--- src/rtl/iowd_pkg.sv ---
package iowd_pkg;

  typedef enum logic [1:0] {
    WIN_HOLD  = 2'd0,
    WIN_OPEN  = 2'd1,
    WIN_CLOSE = 2'd2
  } win_cmd_e;

endpackage

--- src/rtl/iowd_edge_sync.sv ---
// Synchronizer chain for an asynchronous pulse pin, with falling-edge detection.
module iowd_edge_sync #(
  parameter int STAGES = 2
) (
  input  logic clk,
  input  logic rst,
  input  logic async_in,
  output logic level,
  output logic fall
);

  logic prev_q;

  generate
    for (genvar i = 0; i < STAGES; i++) begin : g_stage
      logic q;
      if (i == 0) begin : g_first
        always_ff @(posedge clk) begin
          if (rst) q <= 1'b0;
          else     q <= async_in;
        end
      end else begin : g_next
        always_ff @(posedge clk) begin
          if (rst) q <= 1'b0;
          else     q <= g_stage[i-1].q;
        end
      end
    end
  endgenerate

  assign level = g_stage[STAGES-1].q;

  always_ff @(posedge clk) begin
    if (rst) prev_q <= 1'b0;
    else     prev_q <= level;
  end

  // A fall is a high previous sample followed by a low current one.
  assign fall = prev_q & ~level;

endmodule

--- src/rtl/iowd_window_ctl.sv ---
// Window flag: set on an open fall, cleared on a close fall or while open is high alone.
module iowd_window_ctl
  import iowd_pkg::*;
(
  input  logic clk,
  input  logic rst,
  input  logic open_lvl,
  input  logic open_fall,
  input  logic close_lvl,
  input  logic close_fall,
  output logic win_open
);

  win_cmd_e cmd;

  always_comb begin
    if (close_fall)                 cmd = WIN_CLOSE;
    else if (open_fall)             cmd = WIN_OPEN;
    else if (open_lvl && !close_lvl) cmd = WIN_CLOSE;
    else                            cmd = WIN_HOLD;
  end

  always_ff @(posedge clk) begin
    if (rst) begin
      win_open <= 1'b0;
    end else begin
      case (cmd)
        WIN_OPEN:  win_open <= 1'b1;
        WIN_CLOSE: win_open <= 1'b0;
        default:   win_open <= win_open;
      endcase
    end
  end

endmodule

--- src/rtl/iowd_onehot_dec.sv ---
// Registered binary-to-one-hot decoder with a gate.
module iowd_onehot_dec #(
  parameter int SEL_W = 3,
  localparam int OUT_W = 1 << SEL_W
) (
  input  logic             clk,
  input  logic             rst,
  input  logic             gate,
  input  logic [SEL_W-1:0] sel,
  output logic [OUT_W-1:0] dev
);

  logic [OUT_W-1:0] hit;

  generate
    for (genvar i = 0; i < OUT_W; i++) begin : g_hit
      assign hit[i] = (sel == SEL_W'(i));
    end
  endgenerate

  always_ff @(posedge clk) begin
    if (rst)       dev <= '0;
    else if (gate) dev <= hit;
    else           dev <= '0;
  end

endmodule

--- src/rtl/io_window_decoder.sv ---
module io_window_decoder #(
  parameter int SEL_W       = 3,
  parameter int SYNC_STAGES = 2,
  localparam int OUT_W      = 1 << SEL_W
) (
  input  logic             clk,
  input  logic             rst,
  input  logic             chip_en,
  input  logic [SEL_W-1:0] sel,
  input  logic             pulse_open,
  input  logic             pulse_close,
  output logic [OUT_W-1:0] dev_sel
);

  logic a_lvl, a_fall, b_lvl, b_fall;
  logic win_open;
  logic gate;

  iowd_edge_sync #(.STAGES(SYNC_STAGES)) u_sync_open (
    .clk(clk), .rst(rst), .async_in(pulse_open), .level(a_lvl), .fall(a_fall)
  );

  iowd_edge_sync #(.STAGES(SYNC_STAGES)) u_sync_close (
    .clk(clk), .rst(rst), .async_in(pulse_close), .level(b_lvl), .fall(b_fall)
  );

  iowd_window_ctl u_win (
    .clk(clk), .rst(rst),
    .open_lvl(a_lvl), .open_fall(a_fall),
    .close_lvl(b_lvl), .close_fall(b_fall),
    .win_open(win_open)
  );

  assign gate = chip_en & win_open;

  iowd_onehot_dec #(.SEL_W(SEL_W)) u_dec (
    .clk(clk), .rst(rst), .gate(gate), .sel(sel), .dev(dev_sel)
  );

endmodule

--- config.mk ---
export PLATFORM = sky130hd
export DESIGN_NAME = io_window_decoder
export DESIGN_NICKNAME = d
export VERILOG_FILES = /design/src/rtl/iowd_pkg.sv /design/src/rtl/iowd_edge_sync.sv /design/src/rtl/iowd_window_ctl.sv /design/src/rtl/iowd_onehot_dec.sv /design/src/rtl/io_window_decoder.sv
export SDC_FILE = /design/constraint.sdc
export NUM_CORES = 1
export LEC_CHECK = 0
export BUFFER_PORTS_ARGS = -buffer_cell sky130_fd_sc_hd__buf_2
export CAP_MARGIN = 20
export CELL_PAD_IN_SITES_DETAIL_PLACEMENT = 1
export CELL_PAD_IN_SITES_GLOBAL_PLACEMENT = 2
export CORE_UTILIZATION = 24
export DETAILED_ROUTE_END_ITERATION = 7
export PLACE_DENSITY = 0.75
export SLEW_MARGIN = 20
export SYNTH_ARGS = -nofsm -noshare
export SYNTH_HDL_FRONTEND = slang
export SYNTH_SLANG_ARGS = --single-unit
--- constraint.sdc ---
create_clock -name clk -period 1.3 [get_ports clk]
set_input_delay 0.065 -clock clk [delete_from_list [all_inputs] [get_ports clk]]
set_output_delay 0.065 -clock clk [all_outputs]
set_load 0.1 [all_outputs]
[Word level (Yosys, flattened, before mapping)]
Cells that the tools add are included.
Word-level totals
  logic and storage cells: 32
  bits in registers: 15
Cells by class
  bitwise operators: 6
  equal/unequal tests: 9
  reduce and logical (&&, ||, !) cells: 5
  muxes and demuxes: 4
Operators by type and width (count)
  equality test 3 bit, second input constant: 4
  equality test 3 x 2 -> 1 bit, second input constant: 2
  2-to-1 mux 2 bit: 3
  bitwise AND 1 bit: 3
  equality test 3 x 1 -> 1 bit, second input constant: 1
  logical NOT 3 bit: 1
  NOT 1 bit: 3
  equality test 2 x 1 -> 1 bit, second input constant: 1
  equality test 2 bit, second input constant: 1
  case mux 1 bit (2 select lines): 1
  nonzero test 2 bit: 1
  OR reduction 2 bit: 1
  logical AND 1 bit: 1
  logical NOT 1 bit: 1

[Depth between registers and ports, before layout]
Gate-level depths: netlist of the first run.
  word-level depth: 7
  depth in mapped cells: 5
  mapped depth without buffers: 5

[Hierarchy]
From an unflattened synthesis of the first run, not the netlist that was laid out.
Unflattened totals
  cells, all modules: 44
  area, all modules: 483.0 µm²
Modules (own cells, without submodules)
  iowd_onehot_dec: area an instance 232.7 µm², sequential area each 160.2 µm², cells an instance 21, times used 1
  iowd_edge_sync: area an instance 87.6 µm², sequential area each 60.1 µm², cells an instance 7, times used 2
  iowd_window_ctl: area an instance 68.8 µm², sequential area each 20.0 µm², cells an instance 8, times used 1
  io_window_decoder: area an instance 6.3 µm², sequential area each 0.0 µm², cells an instance 1, times used 1

[Worst setup path before layout of the first run]
OpenSTA, ideal clock, no wires.
  kind: reg-to-reg
  from: register u_sync_close.g_stage[1].q, in the netlist u_sync_close.level
  to: register u_win.win_open
  data arrival time: 1175 ps
  cell stages (with the launch flop): 6
  buffers on the path: 0
  setup time: 70 ps
  clock period less this slack: 1246 ps
  path slack: 54 ps
  cells stage by stage: dfxtp_1 nand2b_1 nand3b_1 ha_1 or2_2 a21oi_1
Between the ends
  cells in the longest elaborated chain, start to end: 7
Ends and longest elaborated chain
  start, declared: RTL line iowd_edge_sync.sv:16  | logic q;
  start signal, assigned: RTL line iowd_edge_sync.sv:25  | else q <= g_stage[i-1].q;
  logical NOT 1 bit: RTL line iowd_window_ctl.sv:19  | else if (open_lvl && !close_lvl) cmd = WIN_CLOSE;
  logical AND 1 bit: RTL line iowd_window_ctl.sv:19
  2-to-1 mux 2 bit: RTL line iowd_window_ctl.sv:19
  2-to-1 mux 2 bit: RTL line iowd_window_ctl.sv:18  | else if (open_fall) cmd = WIN_OPEN;
  2-to-1 mux 2 bit *: RTL line iowd_window_ctl.sv:17  | if (close_fall) cmd = WIN_CLOSE;
  equality test 2 bit or equality test 2 x 1 -> 1 bit (tied branches): RTL line iowd_window_ctl.sv:27  | case (cmd)
  case mux 1 bit (2 select lines) or nonzero test 2 bit (tied branches)
  end signal, assigned: RTL line iowd_window_ctl.sv:30  | default: win_open <= win_open;
  end, declared: RTL line iowd_window_ctl.sv:11  | output logic win_open
Mark *: on every way between the ends. The rest lies on a longest branch, timed or not.
A chain may end at the register's enable or synchronous reset.

[Worst setup path after layout of the first run]
Ends and elaborated chain as after synthesis.

==> flow_summary_export.csv, run 1 <==
group,metric,value,unit
floorplan,ioPinCount,16,
sta,setup_ws,0.0484,ns
sta,worst_pin_slew,0.485,ns
clock_network,clock_latency,0.28,ns
place,pre_cts_ws,-0.0450,ns
sta,hold_viol,0,
layout,nFillCells,225,
sta,skew,0.00401,ns
pwr,combPwrFrac,8.8,%
sta,fmax,799,MHz
layout,multi_input_area,173,µm²
place,place_congestion,0.634,
drt,dr_total_vias,365,
pwr,leakagePower,0.279,nW
run,max_cap_viol_count,0,
setup_path,crit_type,"flip-flop to flip-flop",
setup_path,path_buf_inv,0,
logic_synthesis,ys_seq_area_share,64.9,%
layout,layout.nets,76,
pwr,power_density,1250,nW/µm²
logic_synthesis,synth_area_leader_cell,"dfxtp_1",
drt,drtIter0Drc,4,
place,placed_cells,82,
setup_path,path_delay_family,"simple AND/OR/NAND/NOR gates",
setup_path,end_kind,"flip-flop",
logic_synthesis,synth_seq_cells,15,
run_status,status,"finished, final reports clean",
floorplan,initial_core_util,26.2,%
pwr,max-vdd-ir-drop,0.416,mV
floorplan,row_count,15,
clock_network,cts_tree,"yes",
grt,grt-ovfl-total,0,
pwr,swShare,23.1,%
hold_path,hold_class,"input pin to flip-flop",
setup_path,cp_max_fo,2,
grt,antenna_found_initial,0,
sta,period_share,96.3,%
clock_network,root_buffer,"clkbuf_4",
place,portBuffers,15,
layout,syn_to_final_growth,40.8,%
setup_path,start_kind,"flip-flop",
logic_synthesis,synth_area_leaders,"dfxtp_1 65%, nor2b_1 8.1%, nor2_1 6.5%",
logic_synthesis,synth_fp_nets,52,
floorplan,core-area,1760,µm²
grt,grt_first_pass_wirelength,1370,µm
layout,final_cells,91,
pwr,finalPower,0.000814,W
drt,ant_nets,0,
place,hpwl,656,µm
logic_synthesis,yosysWarningCount,0,
clock_network,cts.sinks,15,
grt,grt_pass1_vias,313,
floorplan,die_area,2110,µm²
drt,dr.pass1.iters,4,
drt,drt-total-wl,964,µm
sta,max-slew-margin-rel,67.9,%
setup_path,arrival,1.48,ns
sta,hold_ws,0.0153,ns
grt,grt_max_degree,13,
setup_path,crit_chain,"nand2b_4 -> nand3b_1 -> ha_1 -> or2_4 -> a21oi_2",
layout,utilization,37.0,%
drt,drcViolationCount,0,
floorplan,die_x,45.9,µm
setup_path,required,1.52,ns
layout,antenna_cells,0,
sta,layout_min_cycle_time,1.25,ns
pwr,p_sw,0.000188,W
pwr,intPower,0.000626,W
logic_synthesis,synth_cell_types,13,
grt,grt_util_all_layers,9.54,%
drt,post_drt_wl_per_cell,10.6,µm
setup_path,slowest_stage,"dfxtp_2",
clock_network,clock_path_buffers,2,
setup_path,cpPeakStageDelay,0.33,ns
clock_network,cts_buffers,3,
floorplan,dieHeight,45.9,µm
layout,drive_above_1_share,36.4,%
logic_synthesis,syn_area,463,µm²
layout,regArea,302,µm²
logic_synthesis,synth_top_area_share,64.9,%
logic_synthesis,syn_inst,43,
clock_network,htreeDepth,1,
pwr,clockPowerShare,32.8,%
logic_synthesis,syn_avg_cell_area,10.8,µm²
drt,viasPerCell,4.01,
sta,setup_violations,0,
clock_network,cts.clk_slew.worst_paths,0.09,ns
pwr,seqPwrFrac,58.4,%
sta,final-max-slew-violation-count,0,
power by group through the flow:
stage	sequential [W]	combinational [W]	clock, W
after floorplan	0.000493	0.0000244	0
after global placement	0.000486	0.0000513	0
after detailed placement	0.000486	0.0000529	0
after CTS	0.000475	0.0000639	0.000281
after global routing	0.000477	0.0000774	0.000296
final	0.000476	0.0000715	0.000267
synthesized netlist by cell type:
cell type and n:
nand2_1 1, nand3b_1 3, ha_1 1, dfxtp_1 15, nor2_1 8, nor2b_1 6, a21oi_1 1, nand2b_1 1
nand3_1 1, buf_1 1, or3b_1 2, nor4_1 2, or2_2 1
per-layer routing:
layer / up-vias / GRT usage [%] / part of all wire, %
met5: - / 0 / 0
met2: 8 / 11.8 / 50
li1: 186 / - / -
met3: 0 / 2.38 / 2.2
met4: 0 / 7.06 / 0
met1: 171 / 13.8 / 48
state kept, by name (all words and copies together), names as in the netlist:
signal	flops
u_dec.dev	8
u_sync_close.g_stage.q	1
u_sync_close.level	1
u_sync_close.prev_q	1
u_sync_open.g_stage.q	1
u_sync_open.level	1
u_sync_open.prev_q	1
u_win.win_open	1
stage by stage:
stage               instance area [µm²]  setup TNS [ns]
global route                        652         -0.0171
CTS                                 634               0
global placement                    566               0
detailed placement                  566         -0.0450
floorplan                           463               0
finish                              652               0
what timing repair did:
item | CTS | global route
hold buffers | 3 | 0
hold endpoints to repair | 3 | 0
setup endpoints to repair | 1 | 1
resized for setup | 2 | 2
pin swaps | 1 | 2
buffers inserted | 1 | 1
layout make-up:
type / instances / share of cell area, %
clock buffers: 4 / 4.03
repair buffers: 20 / 18.4
multi-input cells: 27 / 26.5
flip-flops and latches: 15 / 46.3
well taps: 25 / 4.80
kinds of logic after synthesis:
| group | count (synthesis) | synth area share [%] |
|---|---|---|
| AOI/OAI and AO/OA | 1 | 1.08 |
| adders and majority gates | 1 | 2.70 |
| and+or+nand+nor | 25 | 30.5 |
| DFF | 15 | 64.9 |
| buffers and inverters | 1 | 0.810 |
worst paths after layout:
check	to	start	slack, ns	cells past startpoint
max	u_win.win_open	u_sync_close.level	0.05	5
min reg2reg	u_sync_close.level	u_sync_close.g_stage[0].q	0.45	1
min	u_sync_close.g_stage[0].q	pulse_close	0.02	2
max reg2reg	u_win.win_open	u_sync_close.level	0.05	5
cell usage in the layout (no fill, tap or decap), drive strengths merged:
cell	n
a21oi	1
buf	17
clkbuf	4
dfxtp	15
dlygate4sd3	3
ha	1
nand2	1
nand2b	1
nand3	1
nand3b	3
nor2	8
nor2b	6
nor4	2
or2	1
or3b	2
Note: power is estimated with default switching activity, not from simulation.
==> run 2: changes to the inputs <==
--- a/config.mk
+++ b/config.mk
@@ -9,9 +9,10 @@
 export CAP_MARGIN = 20
 export CELL_PAD_IN_SITES_DETAIL_PLACEMENT = 1
 export CELL_PAD_IN_SITES_GLOBAL_PLACEMENT = 2
-export CORE_UTILIZATION = 24
+export CORE_UTILIZATION = 31
+export CTS_BUF_LIST = sky130_fd_sc_hd__clkbuf_2 sky130_fd_sc_hd__clkbuf_4 sky130_fd_sc_hd__clkbuf_8
 export DETAILED_ROUTE_END_ITERATION = 7
-export PLACE_DENSITY = 0.75
+export PLACE_DENSITY = 0.88
 export SLEW_MARGIN = 20
 export SYNTH_ARGS = -nofsm -noshare
 export SYNTH_HDL_FRONTEND = slang
==> constraint.sdc (replaced) <==
create_clock -name clk -period 1.62 [get_ports clk]
set_input_delay 0.081 -clock clk [delete_from_list [all_inputs] [get_ports clk]]
set_output_delay 0.081 -clock clk [all_outputs]
set_load 0.1 [all_outputs]
==> run 2 against run 1 <==
Effect of this change: first-iteration DRC count decreased by 75%; sequential share of layout area increased by 5.5 points; die area decreased by 22%; cell area decreased by 11%; setup slack improved by 0.22 ns; non-clock buffer count decreased by 5; wire length decreased by 15%; cell count decreased by 16%; maximum frequency decreased by 7.1%; largest power group unchanged.
==> flow_summary_export.csv, run 2 (synthesized netlist as in run 1, its figures left out) <==
group,metric,value,unit
setup_path,end_kind,"flip-flop",
grt,antenna_found_initial,0,
layout,largest_register,"u_dec.dev",
layout,layout.nets,71,
floorplan,initial_core_util,34.3,%
sta,setup_tns,0,ns
place,placed_cells,72,
drt,drcViolationCount,0,
grt,grt_first_pass_wirelength,1260,µm
run_status,status,"finished, final reports clean",
drt,ant_nets,0,
pwr,leakagePower,0.256,nW
setup_path,cp-startpoint,"u_sync_close.level",
clock_network,cts_buffers,3,
layout,largest_register_ffs,8,
layout,utilization,43.0,%
layout,antenna_cells,0,
setup_path,cp_max_fo,3,
clock_network,clock_latency,0.28,ns
grt,grt_pass1_vias,330,
setup_path,crit_chain,"nand2b_1 -> nand3b_1 -> ha_1 -> or2_2 -> a21oi_1",
setup_path,crit_type,"flip-flop to flip-flop",
setup_path,arrival,1.56,ns
drt,viasPerCell,4.42,
place,hpwl,617,µm
layout,final_cell_mix,"15 x buf_2, 15 x dfxtp_1, 8 x nor2_1",
floorplan,ioPinCount,16,
grt,grt_util_all_layers,12.6,%
place,portBuffers,15,
setup_path,path_buf_inv,0,
setup_path,slowest_stage,"dfxtp_1",
sta,hold_viol,0,
floorplan,die_area,1650,µm²
sta,max-slew-margin-rel,67.5,%
layout,syn_to_final_growth,25.4,%
drt,post_drt_wl_per_cell,10.7,µm
grt,grt-ovfl-total,0,
setup_path,path_delay_family,"simple AND/OR/NAND/NOR gates",
clock_network,cts.clk_slew.worst_paths,0.09,ns
floorplan,row_count,13,
grt,grt_max_degree,13,
setup_path,required,1.83,ns
sta,rsz0062_at_grt,"no",
pwr,max-vdd-ir-drop,0.465,mV
layout,drive_above_1_share,32.8,%
clock_network,postCtsSetupRepairBufs,0,
sta,final-max-slew-violation-count,0,
drt,drtIter0Drc,1,
floorplan,core-area,1350,µm²
clock_network,htreeDepth,1,
hold_path,hold_class,"input pin to flip-flop",
sta,worst_pin_slew,0.490,ns
layout,final_cells,76,
clock_network,root_buffer,"clkbuf_4",
drt,dr_total_vias,336,
clock_network,clock_path_buffers,2,
floorplan,dieHeight,40.6,µm
clock_network,cts.sinks,15,
sta,layout_min_cycle_time,1.35,ns
run,max_cap_viol_count,0,
clock_network,hold_buffers,0,
setup_path,start_kind,"flip-flop",
sta,period_share,83.2,%
sta,fmax,742,MHz
pwr,power_density,1080,nW/µm²
clock_network,cts_tree,"yes",
sta,skew,0.00693,ns
sta,setup_violations,0,
drt,dr.pass1.iters,2,
setup_path,timing.rr.start,"u_sync_close.level",
drt,drt-total-wl,815,µm
hold_path,worstHoldStart,"sel[0]",
place,place_congestion,0.612,
clock_network,cts-resized-gates,0,
floorplan,die_x,40.6,µm
setup_path,cpPeakStageDelay,0.34,ns
-- run 2: power by group --
group | switching [W] | internal, W
sequential | 0.00000397 | 0.000377
combinational | 0.0000238 | 0.0000176
clock | 0.000114 | 0.0000915
total | 0.000142 | 0.000487
-- run 2: worst paths after layout --
check	to	slack (ns)	cells after the start
min reg2reg	u_sync_open.level	0.45	1
max	u_win.win_open	0.27	5
max reg2reg	u_win.win_open	0.27	5
min	u_dec.dev[0]	0.007	2
-- run 2: layer usage --
| metal | vias up | global-route usage [%] | routed length, µm |
|---|---|---|---|
| met4 | 0 | 15.0 | 20 |
| li1 | 177 | - | - |
| met2 | 8 | 20.2 | 394 |
| met3 | 2 | 1.63 | 25 |
| met5 | - | 0 | 0 |
| met1 | 149 | 13.0 | 375 |
-- run 2: layout make-up --
type,count,area [µm²]
Clock inverter,1,5.00
Sequential cell,15,300
Multi-Input combinational cell,27,159
Fill cell,161,769
Tap cell,15,18.8
Clock buffer,3,22.5
Timing Repair Buffer,15,75.1
-- run 2: stage by stage --
step / hold WS, ns / worst slack [ns] / total power (W) / cell area (µm²)
detailed placement: 0.307 / 0.264 / 0.000432 / 553
CTS: 0.00167 / 0.249 / 0.000635 / 581
floorplan: 0.158 / 0.374 / 0.000415 / 463
global placement: 0.290 / 0.358 / 0.000430 / 553
global route: 0.00441 / 0.180 / 0.000661 / 581
finish: 0.00658 / 0.273 / 0.000628 / 581
==> run 3: changes to the inputs <==
--- a/config.mk
+++ b/config.mk
@@ -9,10 +9,10 @@
 export CAP_MARGIN = 20
 export CELL_PAD_IN_SITES_DETAIL_PLACEMENT = 1
 export CELL_PAD_IN_SITES_GLOBAL_PLACEMENT = 2
-export CORE_UTILIZATION = 31
+export CORE_UTILIZATION = 29
 export CTS_BUF_LIST = sky130_fd_sc_hd__clkbuf_2 sky130_fd_sc_hd__clkbuf_4 sky130_fd_sc_hd__clkbuf_8
 export DETAILED_ROUTE_END_ITERATION = 7
-export PLACE_DENSITY = 0.88
+export PLACE_DENSITY = 0.83
 export SLEW_MARGIN = 20
 export SYNTH_ARGS = -nofsm -noshare
 export SYNTH_HDL_FRONTEND = slang
==> constraint.sdc (replaced) <==
create_clock -name clk -period 1.31 [get_ports clk]
set_input_delay 0.0655 -clock clk [delete_from_list [all_inputs] [get_ports clk]]
set_output_delay 0.0655 -clock clk [all_outputs]
set_load 0.1 [all_outputs]
==> run 3 against run 2 <==
Effect of this change: sequential share of layout area down 4.5 points; critical path depth stayed put; sequential cell count stayed put; critical path type unchanged; first-iteration DRC count stayed put; clock power up 34%; die area grew 6.5%; sequential power is 24% higher; combinational power is 63% higher.
==> flow_summary_export.csv, run 3 (synthesized netlist as in run 1, its figures left out) <==
group,metric,value,unit
grt,antenna_found_initial,0,
grt,grt_first_pass_wirelength,1440,µm
sta,final-max-slew-violation-count,0,
sta,period_share,93.7,%
place,place_congestion,0.640,
hold_path,hold_depth,2,
floorplan,dieHeight,42.0,µm
pwr,swShare,21.2,%
clock_network,cts.sinks,15,
sta,worst_pin_slew,0.487,ns
run,max_cap_viol_count,0,
drt,ant_nets,0,
grt,grt_pass1_vias,356,
place,portBuffers,15,
layout,layout.nets,76,
grt,grt_max_degree,13,
floorplan,core-area,1510,µm²
pwr,intPower,0.000640,W
layout,regArea,303,µm²
clock_network,cts_tree,"yes",
layout,drive_above_1_share,36.4,%
layout,largest_register_ffs,8,
layout,final_cell_area,641,µm²
pwr,leakagePower,0.281,nW
floorplan,ioPinCount,16,
sta,skew,0.00367,ns
layout,final_common_cell,"buf_2",
layout,largest_register,"u_dec.dev",
layout,syn_to_final_growth,38.4,%
drt,post_drt_wl_per_cell,10.5,µm
setup_path,crit_type,"flip-flop to flip-flop",
layout,multi_input_area,165,µm²
grt,grt-ovfl-total,0,
drt,drcViolationCount,0,
drt,dr_total_vias,365,
place,hpwl,619,µm
sta,max-slew-margin-rel,67.8,%
place,placed_area,554,µm²
grt,grt_util_all_layers,11.5,%
drt,drtIter0Drc,1,
sta,fmax,815,MHz
sta,layout_min_cycle_time,1.23,ns
clock_network,root_buffer,"clkbuf_4",
setup_path,cp_max_fo,3,
clock_network,htreeDepth,1,
setup_path,required,1.53,ns
clock_network,cts.clk_slew.worst_paths,0.08,ns
setup_path,arrival,1.44,ns
clock_network,clock_path_buffers,2,
floorplan,die_area,1760,µm²
layout,nFillCells,181,
floorplan,die_x,42.0,µm
drt,dr.pass1.iters,4,
pwr,clockPowerShare,33.6,%
hold_path,hold_class,"input pin to flip-flop",
setup_path,rr_worst_depth,5,
drt,viasPerCell,4.45,
pwr,power_density,1270,nW/µm²
setup_path,end_kind,"flip-flop",
floorplan,initial_core_util,30.7,%
sta,hold_viol,0,
run_status,status,"finished, final reports clean",
pwr,p_sw,0.000172,W
sta,setup_ws,0.0823,ns
drt,drt-total-wl,859,µm
pwr,combPwrFrac,8.3,%
place,pre_cts_ws,-0.0155,ns
sta,rsz0062_at_grt,"no",
pwr,max-vdd-ir-drop,0.480,mV
layout,final_cell_mix,"15 x buf_2, 13 x dfxtp_1, 8 x nor2_1",
layout,antenna_cells,0,
clock_network,cts_buffers,3,
floorplan,row_count,14,
sta,setup_violations,0,
clock_network,clock_latency,0.27,ns
pwr,seqPwrFrac,58.1,%
setup_path,start_kind,"flip-flop",
run 3: final timing paths:
kind | startpoint | end | slack [ns]
worst min-delay path | rst | u_win.win_open | 0.08
worst min register to register | u_sync_close.g_stage[0].q | u_sync_close.level | 0.44
worst max register to register | u_sync_close.level | u_win.win_open | 0.08
worst max-delay path | u_sync_close.level | u_win.win_open | 0.08
run 3: metal layers:
| layer | vias to the layer above | share of wire (%) | global-route usage [%] |
|---|---|---|---|
| met5 | - | 0 | 0 |
| met4 | 0 | 1.5 | 9.68 |
| met3 | 2 | 4.0 | 3.91 |
| met2 | 11 | 48 | 17.8 |
| met1 | 164 | 47 | 12.4 |
| li1 | 188 | - | - |
run 3: final cells by class:
type                    instances  area share (%)
clock buffers                   4            4.69
multi-input cells              27            25.8
flip-flops and latches         15            47.3
well taps                      16            3.13
repair buffers                 20            19.1
run 3: repair_timing:
item,CTS,global route
endpoints found under the setup margin,1,1
endpoints found under the hold margin,4,0
pin swaps,1,3
gates resized for setup,1,3
hold buffers,4,0
setup buffers,0,1
run 3: worst max-delay path, cell delays in order (launching register included):
cell and delay [ns]:
dfxtp_2 0.34, nand2b_1 0.10, nand3b_1 0.08, ha_1 0.31
or2_4 0.23, a21oi_2 0.11
run 3: power groups by stage:
stage | combinational, W | clock [W] | sequential (W)
6_report | 0.0000674 | 0.000274 | 0.000472
5_1_grt | 0.0000752 | 0.000306 | 0.000474
4_1_cts | 0.0000610 | 0.000293 | 0.000472
3_5_place_dp | 0.0000517 | 0 | 0.000483
3_3_place_gp | 0.0000504 | 0 | 0.000482
2_1_floorplan | 0.0000242 | 0 | 0.000489
run 3: per-stage QoR:
stage,total power (W),instances,hold WS (ns),utilization (%),setup TNS (ns)
after floorplan,0.000514,43,0.142,-,0
after global placement,0.000532,73,0.276,36.8,0
after detailed placement,0.000534,73,0.283,36.8,-0.0155
after CTS,0.000826,81,0.0838,41.5,0
after global routing,0.000855,82,0.0923,42.5,0
final,0.000813,82,0.0806,42.5,0
